$ cat config.mk
export PLATFORM = sky130hd
export DESIGN_NAME = psc_ml_pwm
export DESIGN_NICKNAME = d
export VERILOG_FILES = /design/src/rtl/psc_ml_pwm_pkg.sv /design/src/rtl/psc_ml_pwm_carrier.sv /design/src/rtl/psc_ml_pwm_fold.sv /design/src/rtl/psc_ml_pwm_deadband.sv /design/src/rtl/psc_ml_pwm.sv
export SDC_FILE = /design/constraint.sdc
export NUM_CORES = 2
export LEC_CHECK = 0
export BUFFER_PORTS_ARGS = -buffer_cell sky130_fd_sc_hd__buf_2
export CORE_MARGIN = 5
export CORE_UTILIZATION = 30
export DETAILED_ROUTE_END_ITERATION = 10
export GPL_ROUTABILITY_DRIVEN = 0
export PLACE_DENSITY = 0.51
export SKIP_LAST_GASP = 1
export SYNTH_ARGS = -nofsm -noshare
export SYNTH_HDL_FRONTEND = slang
export SYNTH_SLANG_ARGS = --single-unit
$ cat constraint.sdc
create_clock -name clk -period 38.5 [get_ports clk]
set_input_delay 5.775 -clock clk [delete_from_list [all_inputs] [get_ports clk]]
set_output_delay 5.775 -clock clk [all_outputs]
set_load 0.01 [all_outputs]
$ cat src/rtl/psc_ml_pwm_pkg.sv
package psc_ml_pwm_pkg;

  typedef enum logic {ORDER_LEAD = 1'b0, ORDER_LAG = 1'b1} order_e;

  // Start position inside one 2*per carrier cycle for carrier idx of k
  function automatic int unsigned start_pos(input int unsigned per,
                                            input int unsigned idx,
                                            input int unsigned k,
                                            input logic        lag);
    int unsigned m;
    m = lag ? ((k - idx) % k) : idx;
    return (2 * per * m) / k;
  endfunction

endpackage

$ cat src/rtl/psc_ml_pwm_carrier.sv
module psc_ml_pwm_carrier #(
  parameter int CNT_W = 16,
  parameter int ID    = 0,
  parameter int CARR  = 3
) (
  input  logic             clk,
  input  logic             rst,
  input  logic             en,
  input  logic             lag,
  input  logic [CNT_W-1:0] period,
  output logic [CNT_W-1:0] cnt,
  output logic             peak
);
  import psc_ml_pwm_pkg::*;

  logic             up;
  logic [CNT_W:0]   pos0;
  logic [CNT_W:0]   per_x;
  logic [CNT_W:0]   full;
  logic [CNT_W-1:0] load_cnt;
  logic             load_up;

  always_comb begin
    per_x    = {1'b0, period};
    full     = {period, 1'b0};
    pos0     = (CNT_W+1)'(start_pos(32'(period), ID, CARR, lag));
    load_up  = (pos0 < per_x);
    if (load_up) load_cnt = pos0[CNT_W-1:0];
    else         load_cnt = CNT_W'(full - pos0);
  end

  always_ff @(posedge clk) begin
    if (rst || !en) begin
      cnt <= load_cnt;
      up  <= load_up;
    end else if (up) begin
      if (cnt >= period) begin
        up  <= 1'b0;
        cnt <= cnt - 1'b1;
      end else begin
        cnt <= cnt + 1'b1;
      end
    end else begin
      if (cnt == '0) begin
        up  <= 1'b1;
        cnt <= cnt + 1'b1;
      end else begin
        cnt <= cnt - 1'b1;
      end
    end
  end

  assign peak = en && (cnt >= period);

endmodule

$ cat src/rtl/psc_ml_pwm_fold.sv
module psc_ml_pwm_fold #(
  parameter int REF_W = 12,
  parameter int IDX_W = 8,
  parameter int CNT_W = 16
) (
  input  logic                    clk,
  input  logic                    rst,
  input  logic                    take,
  input  logic signed [REF_W-1:0] ref_in,
  input  logic [IDX_W-1:0]        mod_idx,
  input  logic [CNT_W-1:0]        period,
  output logic                    pos,
  output logic [CNT_W-1:0]        thr
);
  localparam int PW = REF_W + IDX_W + CNT_W;
  localparam int SH = REF_W - 1 + IDX_W;

  logic [REF_W-1:0] mag;
  logic [PW-1:0]    prod;
  logic [PW-1:0]    scaled;
  logic [CNT_W-1:0] depth;
  logic             sgn_pos;

  always_comb begin
    sgn_pos = !ref_in[REF_W-1];
    mag     = sgn_pos ? ref_in : REF_W'(-ref_in);
    prod    = PW'(mag) * PW'(mod_idx) * PW'(period);
    scaled  = prod >> SH;
    if (scaled > PW'(period)) depth = period;
    else                      depth = scaled[CNT_W-1:0];
  end

  always_ff @(posedge clk) begin
    if (rst) begin
      pos <= 1'b1;
      thr <= '0;
    end else if (take) begin
      pos <= sgn_pos;
      thr <= sgn_pos ? depth : period - depth;
    end
  end

endmodule

$ cat src/rtl/psc_ml_pwm_deadband.sv
module psc_ml_pwm_deadband #(
  parameter int DT_W = 8
) (
  input  logic            clk,
  input  logic            rst,
  input  logic            en,
  input  logic            want,
  input  logic [DT_W-1:0] dead,
  output logic            hi,
  output logic            lo
);
  logic            cur;
  logic [DT_W-1:0] wait_cnt;

  always_ff @(posedge clk) begin
    if (rst || !en) begin
      cur      <= 1'b0;
      wait_cnt <= dead;
      hi       <= 1'b0;
      lo       <= 1'b0;
    end else if (want != cur) begin
      cur      <= want;
      wait_cnt <= dead;
      hi       <= 1'b0;
      lo       <= 1'b0;
    end else if (wait_cnt != '0) begin
      wait_cnt <= wait_cnt - 1'b1;
      hi       <= 1'b0;
      lo       <= 1'b0;
    end else begin
      hi <= cur;
      lo <= !cur;
    end
  end

endmodule

$ cat src/rtl/psc_ml_pwm.sv
module psc_ml_pwm #(
  parameter int CELLS = 2,
  parameter int REF_W = 12,
  parameter int IDX_W = 8,
  parameter int CNT_W = 16,
  parameter int DT_W  = 8
) (
  input  logic                                 clk,
  input  logic                                 rst,
  input  logic                                 en,
  input  logic                                 lag_sel,
  input  logic [CNT_W-1:0]                     period,
  input  logic [DT_W-1:0]                      dead_cyc,
  input  logic signed [REF_W-1:0]              ref_in,
  input  logic [IDX_W-1:0]                     mod_idx,
  output logic [3:0]                           outer_g,
  output logic [1:0]                           inner_g,
  output logic [2*CELLS-1:0]                   cell_g,
  output logic signed [$clog2(CELLS+2):0]      level
);
  localparam int CARR   = CELLS + 1;
  localparam int LEVELS = 2 * CELLS + 3;
  localparam int LVL_W  = $clog2(CELLS + 2) + 1;
  localparam logic signed [LVL_W-1:0] K_S = LVL_W'(CARR);

  logic [CNT_W-1:0]      cnt [CARR];
  logic [CARR-1:0]       peak;
  logic                  pos;
  logic [CNT_W-1:0]      thr;
  logic [CARR-1:0]       cmd_q;
  logic                  pos_q;
  logic signed [LVL_W-1:0] ones;
  logic signed [LVL_W-1:0] lvl_d;

  // Triangular carriers, evenly shifted over one carrier cycle
  for (genvar k = 0; k < CARR; k++) begin : g_carr
    psc_ml_pwm_carrier #(.CNT_W(CNT_W), .ID(k), .CARR(CARR)) u_carr (
      .clk    (clk),
      .rst    (rst),
      .en     (en),
      .lag    (lag_sel),
      .period (period),
      .cnt    (cnt[k]),
      .peak   (peak[k])
    );
  end

  // Reference fold, latched at the carrier-0 peak
  psc_ml_pwm_fold #(.REF_W(REF_W), .IDX_W(IDX_W), .CNT_W(CNT_W)) u_fold (
    .clk     (clk),
    .rst     (rst),
    .take    (peak[0]),
    .ref_in  (ref_in),
    .mod_idx (mod_idx),
    .period  (period),
    .pos     (pos),
    .thr     (thr)
  );

  // Comparators
  always_ff @(posedge clk) begin
    if (rst || !en) begin
      cmd_q <= '0;
      pos_q <= 1'b1;
    end else begin
      for (int k = 0; k < CARR; k++) cmd_q[k] <= (thr > cnt[k]);
      pos_q <= pos;
    end
  end

  // Commanded level
  always_comb begin
    ones = '0;
    for (int k = 0; k < CARR; k++) ones = ones + LVL_W'({1'b0, cmd_q[k]});
    lvl_d = pos_q ? ones : ones - K_S;
  end

  always_ff @(posedge clk) begin
    if (rst || !en) level <= '0;
    else            level <= lvl_d;
  end

  // Clamp tie pairs: both follow the half-wave sign
  for (genvar p = 0; p < 2; p++) begin : g_tie
    psc_ml_pwm_deadband #(.DT_W(DT_W)) u_db (
      .clk  (clk),
      .rst  (rst),
      .en   (en),
      .want (pos_q),
      .dead (dead_cyc),
      .hi   (outer_g[2*p]),
      .lo   (outer_g[2*p+1])
    );
  end

  psc_ml_pwm_deadband #(.DT_W(DT_W)) u_db_inner (
    .clk  (clk),
    .rst  (rst),
    .en   (en),
    .want (cmd_q[0]),
    .dead (dead_cyc),
    .hi   (inner_g[0]),
    .lo   (inner_g[1])
  );

  for (genvar j = 0; j < CELLS; j++) begin : g_cell
    psc_ml_pwm_deadband #(.DT_W(DT_W)) u_db (
      .clk  (clk),
      .rst  (rst),
      .en   (en),
      .want (cmd_q[j+1]),
      .dead (dead_cyc),
      .hi   (cell_g[2*j]),
      .lo   (cell_g[2*j+1])
    );
  end

  initial begin
    if (LEVELS != 2 * CARR + 1) $error("level count mismatch");
  end

endmodule

==> results.md <==
* Outcome: complete, no violations
* Number of global-route vias before repair at between 20000 and 30000
* Slew @ Worst Pin at between 1 and 1.5 ns
* Die width at 323 um
* Skew final at 0.0121 ns
* Critical path's largest stage delay at approximately 0.85 ns
* Distinct cells, synth at 101
* Die ar. at 104000 um^2
* Multi-input logic area at around 24000 um^2
* Critical path type: in2reg
* Max Clk Rate at 43.5 MHz
* Port Buffers at 60
* FF+latch count, synth at 130
* R2R cell count at 30
* Post-synth EDFFs at 40
* First-pass GRT wire length at 144 mm
* H-tree Lvls at 4
* DRT Pass-1 Iters at 5
* Post-synthesis sequential area ratio at between 10% and 20%
* Nets at 4351
* MaxCap Viol Count at 0
* Fillers at around 11000
* Drt drc at 0
* Post_cts resized at 0
* Post-CTS Hold Buffers at 0
* Hold crit path type: reg2reg
* GRT Total Usage at ~17%
* Skew-Pair Late Insertion Delay at roughly 0.46 ns
* Clock Pin Slew Worst Setup and Hold Paths at 0.07 ns
* Final wirelength at between 80 and 90 mm
* Clk root buf: clkbuf_16
* Synth Instances at between 3000 and 4000
* Final worst path period need at between 20 and 25 ns
* Average size of a mapped cell at between 7 and 8 um^2
* Layout cells sized above 1 at ~5.9%
* Crit path arrival time at between 20 and 25 ns
* GRT overflow at 0
* Clock Tree Buf Depth at 2
* Cell Rows at 115
* First-iteration detailed-routing DRC count at ~1700
* Yosys warnings at 0
* CTS sink cnt at 130
* Hold EP: g_tie[1].u_db.hi$_SDFF_PP0_
* Reg area at 3000 um^2
* CP Launch Type: input pin
* Via density at 5.17
* Core outline area at 97800 um^2
* WP data required at 38.86 ns
* Final setup violation count at 0
* Avg WL per Cell at 18.2 um
* RR Startpoint: g_carr[1].u_carr.cnt[0]$_DFF_P_
* Place WS at around 15 ns
* CTS tree: yes
* Post-CTS setup buffer count at 0
* Crit path top cell by count: a21oi_1
* Antenna violations before repair at 5
* Reg-to-Reg End: g_carr[1].u_carr.cnt[14]$_DFF_P_
* P&R area growth vs syn at 7.37%
* CP max stage cell: o21a_1
* RSZ-0062 raised after global routing: no
* Number of CTS-inserted buffers at 17
* Ys flop type: dfxtp_1
* Final hold viol count at 0
* Post-synthesis cell area at ~29000 um^2
* Worst reg2reg setup slack at around 32 ns
* Period utilization at roughly three fifths
* Io pins at 61
* Final ANT Viol Nets at 0
* Hold Crit Depth at 2
* TNS Setup at 0 ns
* Worst Path Max Fanout at 24
* Via count at ~26000
* Chip Height at around 320 um
* FFs w/ async S/R, synth at 0%
* Largest net degree at the start of global routing at 67
* Slew Limit Fails at 0
* Critical Path End Type: flip-flop
* Effective utilization at floorplan at approximately 30%
* Hpwl dp at between 60 and 70 mm
* Slew HR at between 30% and 40%
* Final setup margin at about 15 ns
* Hold path start: g_tie[1].u_db.cur$_SDFFE_PN0N_
critical path: cells and delay by family:
family                   cells  cell delay, ns
adder cells (fa/ha/maj)     16            6.30
AND/OR/NAND/NOR             10            1.56
buffers and inverters       10            1.05
AO/OA/AOI/OAI               39            7.41
XOR/XNOR                     3            0.92
multiplexers                 1            0.33
synthesized netlist by cell type, types with 18 or more instances:
| library cell | number | share of area [%] |
|---|---|---|
| a21o_1 | 68 | 1.7 |
| nand4_1 | 43 | 0.91 |
| clkbuf_1 | 138 | 1.8 |
| mux2i_1 | 49 | 1.7 |
| a221oi_1 | 18 | 0.54 |
| and2_1 | 141 | 3.0 |
| inv_1 | 484 | 6.2 |
| nor2_1 | 199 | 2.5 |
| o21ai_0 | 128 | 2.2 |
| o21bai_1 | 26 | 0.66 |
| o21a_1 | 26 | 0.66 |
| nor2b_1 | 49 | 1.0 |
| a21oi_1 | 222 | 3.8 |
| ha_1 | 349 | 15 |
| xor2_1 | 33 | 0.98 |
| edfxtp_1 | 40 | 4.1 |
| nand3_1 | 61 | 1.0 |
| a211oi_1 | 34 | 0.87 |
| o21ai_1 | 28 | 0.48 |
| nand2b_1 | 48 | 1.0 |
| o31ai_1 | 19 | 0.48 |
| dfxtp_1 | 90 | 6.1 |
| nor3_1 | 100 | 1.7 |
| nor4_1 | 19 | 0.40 |
| nand2_1 | 461 | 5.9 |
| fa_1 | 313 | 21 |
| a31oi_1 | 22 | 0.47 |
| o211ai_1 | 20 | 0.51 |
| xnor2_1 | 142 | 4.2 |
| and3_1 | 32 | 0.68 |
area by class of cell:
type,instances,area share [%]
well taps,1287,5.10
clock inverters,13,0.554
inverters,490,5.82
multi-input cells,2886,75.4
diodes,2,0.0158
clock buffers,19,1.37
flip-flops and latches,130,9.50
repair buffers,116,2.28
flip-flops by register name, summed over array words and instances, names as in the netlist, 3 cells and up:
register	flops
cmd_q	3
g_carr.u_carr.cnt	48
g_carr.u_carr.up	3
g_cell.u_db.wait_cnt	16
g_tie.u_db.wait_cnt	16
level	3
u_db_inner.wait_cnt	8
u_fold.thr	16
logic make-up (layout without fill, tap and decap cells):
| kind of cell | count (synthesis) | after routing | share of synthesized area, % |
|---|---|---|---|
| AO/OA/AOI/OAI | 756 | 756 | 17.0 |
| XOR/XNOR | 177 | 177 | 5.32 |
| adder cells (fa/ha/maj) | 662 | 662 | 36.1 |
| buffers and inverters | 674 | 638 | 8.95 |
| flip-flops | 130 | 130 | 10.2 |
| multiplexers | 60 | 60 | 2.10 |
| other | 1 | 4 | 0.0127 |
| AND/OR/NAND/NOR | 1229 | 1229 | 20.3 |
layout by cell type (no fill, tap or decap), types with 100 or more instances in the layout:
cell     netlist  routed
o21ai_0      128     128
xnor2_1      142     142
fa_1         313     313
and2_1       141     141
nor2_1       199     199
nand2_1      461     461
a21oi_1      222     222
nor3_1       100     100
inv_1        484     484
ha_1         349     349
routing by layer:
metal / track usage, % / up-vias / routed length [um]
li1: - / 12300 / -
met1: 23.7 / 12400 / 41000
met2: 28.6 / 675 / 42100
met3: 2.69 / 106 / 5060
met4: 3.90 / 0 / 1750
met5: 0 / - / 0
how the worst max path moves through the flow:
stage          cells after the start  startpoint                     endpoint  slack [ns]
2_1_floorplan                     78  ref_in[11]  u_fold.thr[14]$_SDFFE_PP0P_       16.30
3_3_place_gp                      79   ref_in[0]  u_fold.thr[14]$_SDFFE_PP0P_       15.37
3_5_place_dp                      79   ref_in[0]  u_fold.thr[14]$_SDFFE_PP0P_       15.05
4_1_cts                           79   ref_in[0]  u_fold.thr[14]$_SDFFE_PP0P_       15.49
5_1_grt                           79   ref_in[0]  u_fold.thr[14]$_SDFFE_PP0P_       13.83
6_report                          79   ref_in[0]  u_fold.thr[14]$_SDFFE_PP0P_       15.50
metrics by stage:
stage / utilization, % / std cells / hold slack (ns) / area [um^2]
final: 32.3 / 4943 / 0.445 / 31600
after global routing: 32.3 / 4942 / 0.475 / 31600
after CTS: 32.3 / 4941 / 0.449 / 31600
after detailed placement: 31.7 / 4909 / 0.444 / 31000
after global placement: 31.7 / 4909 / 0.438 / 31000
after floorplan: - / 3690 / 0.412 / 29400
Power is not shown: default switching activity piles up to over one toggle a cycle in this logic, so the estimate is an artifact.
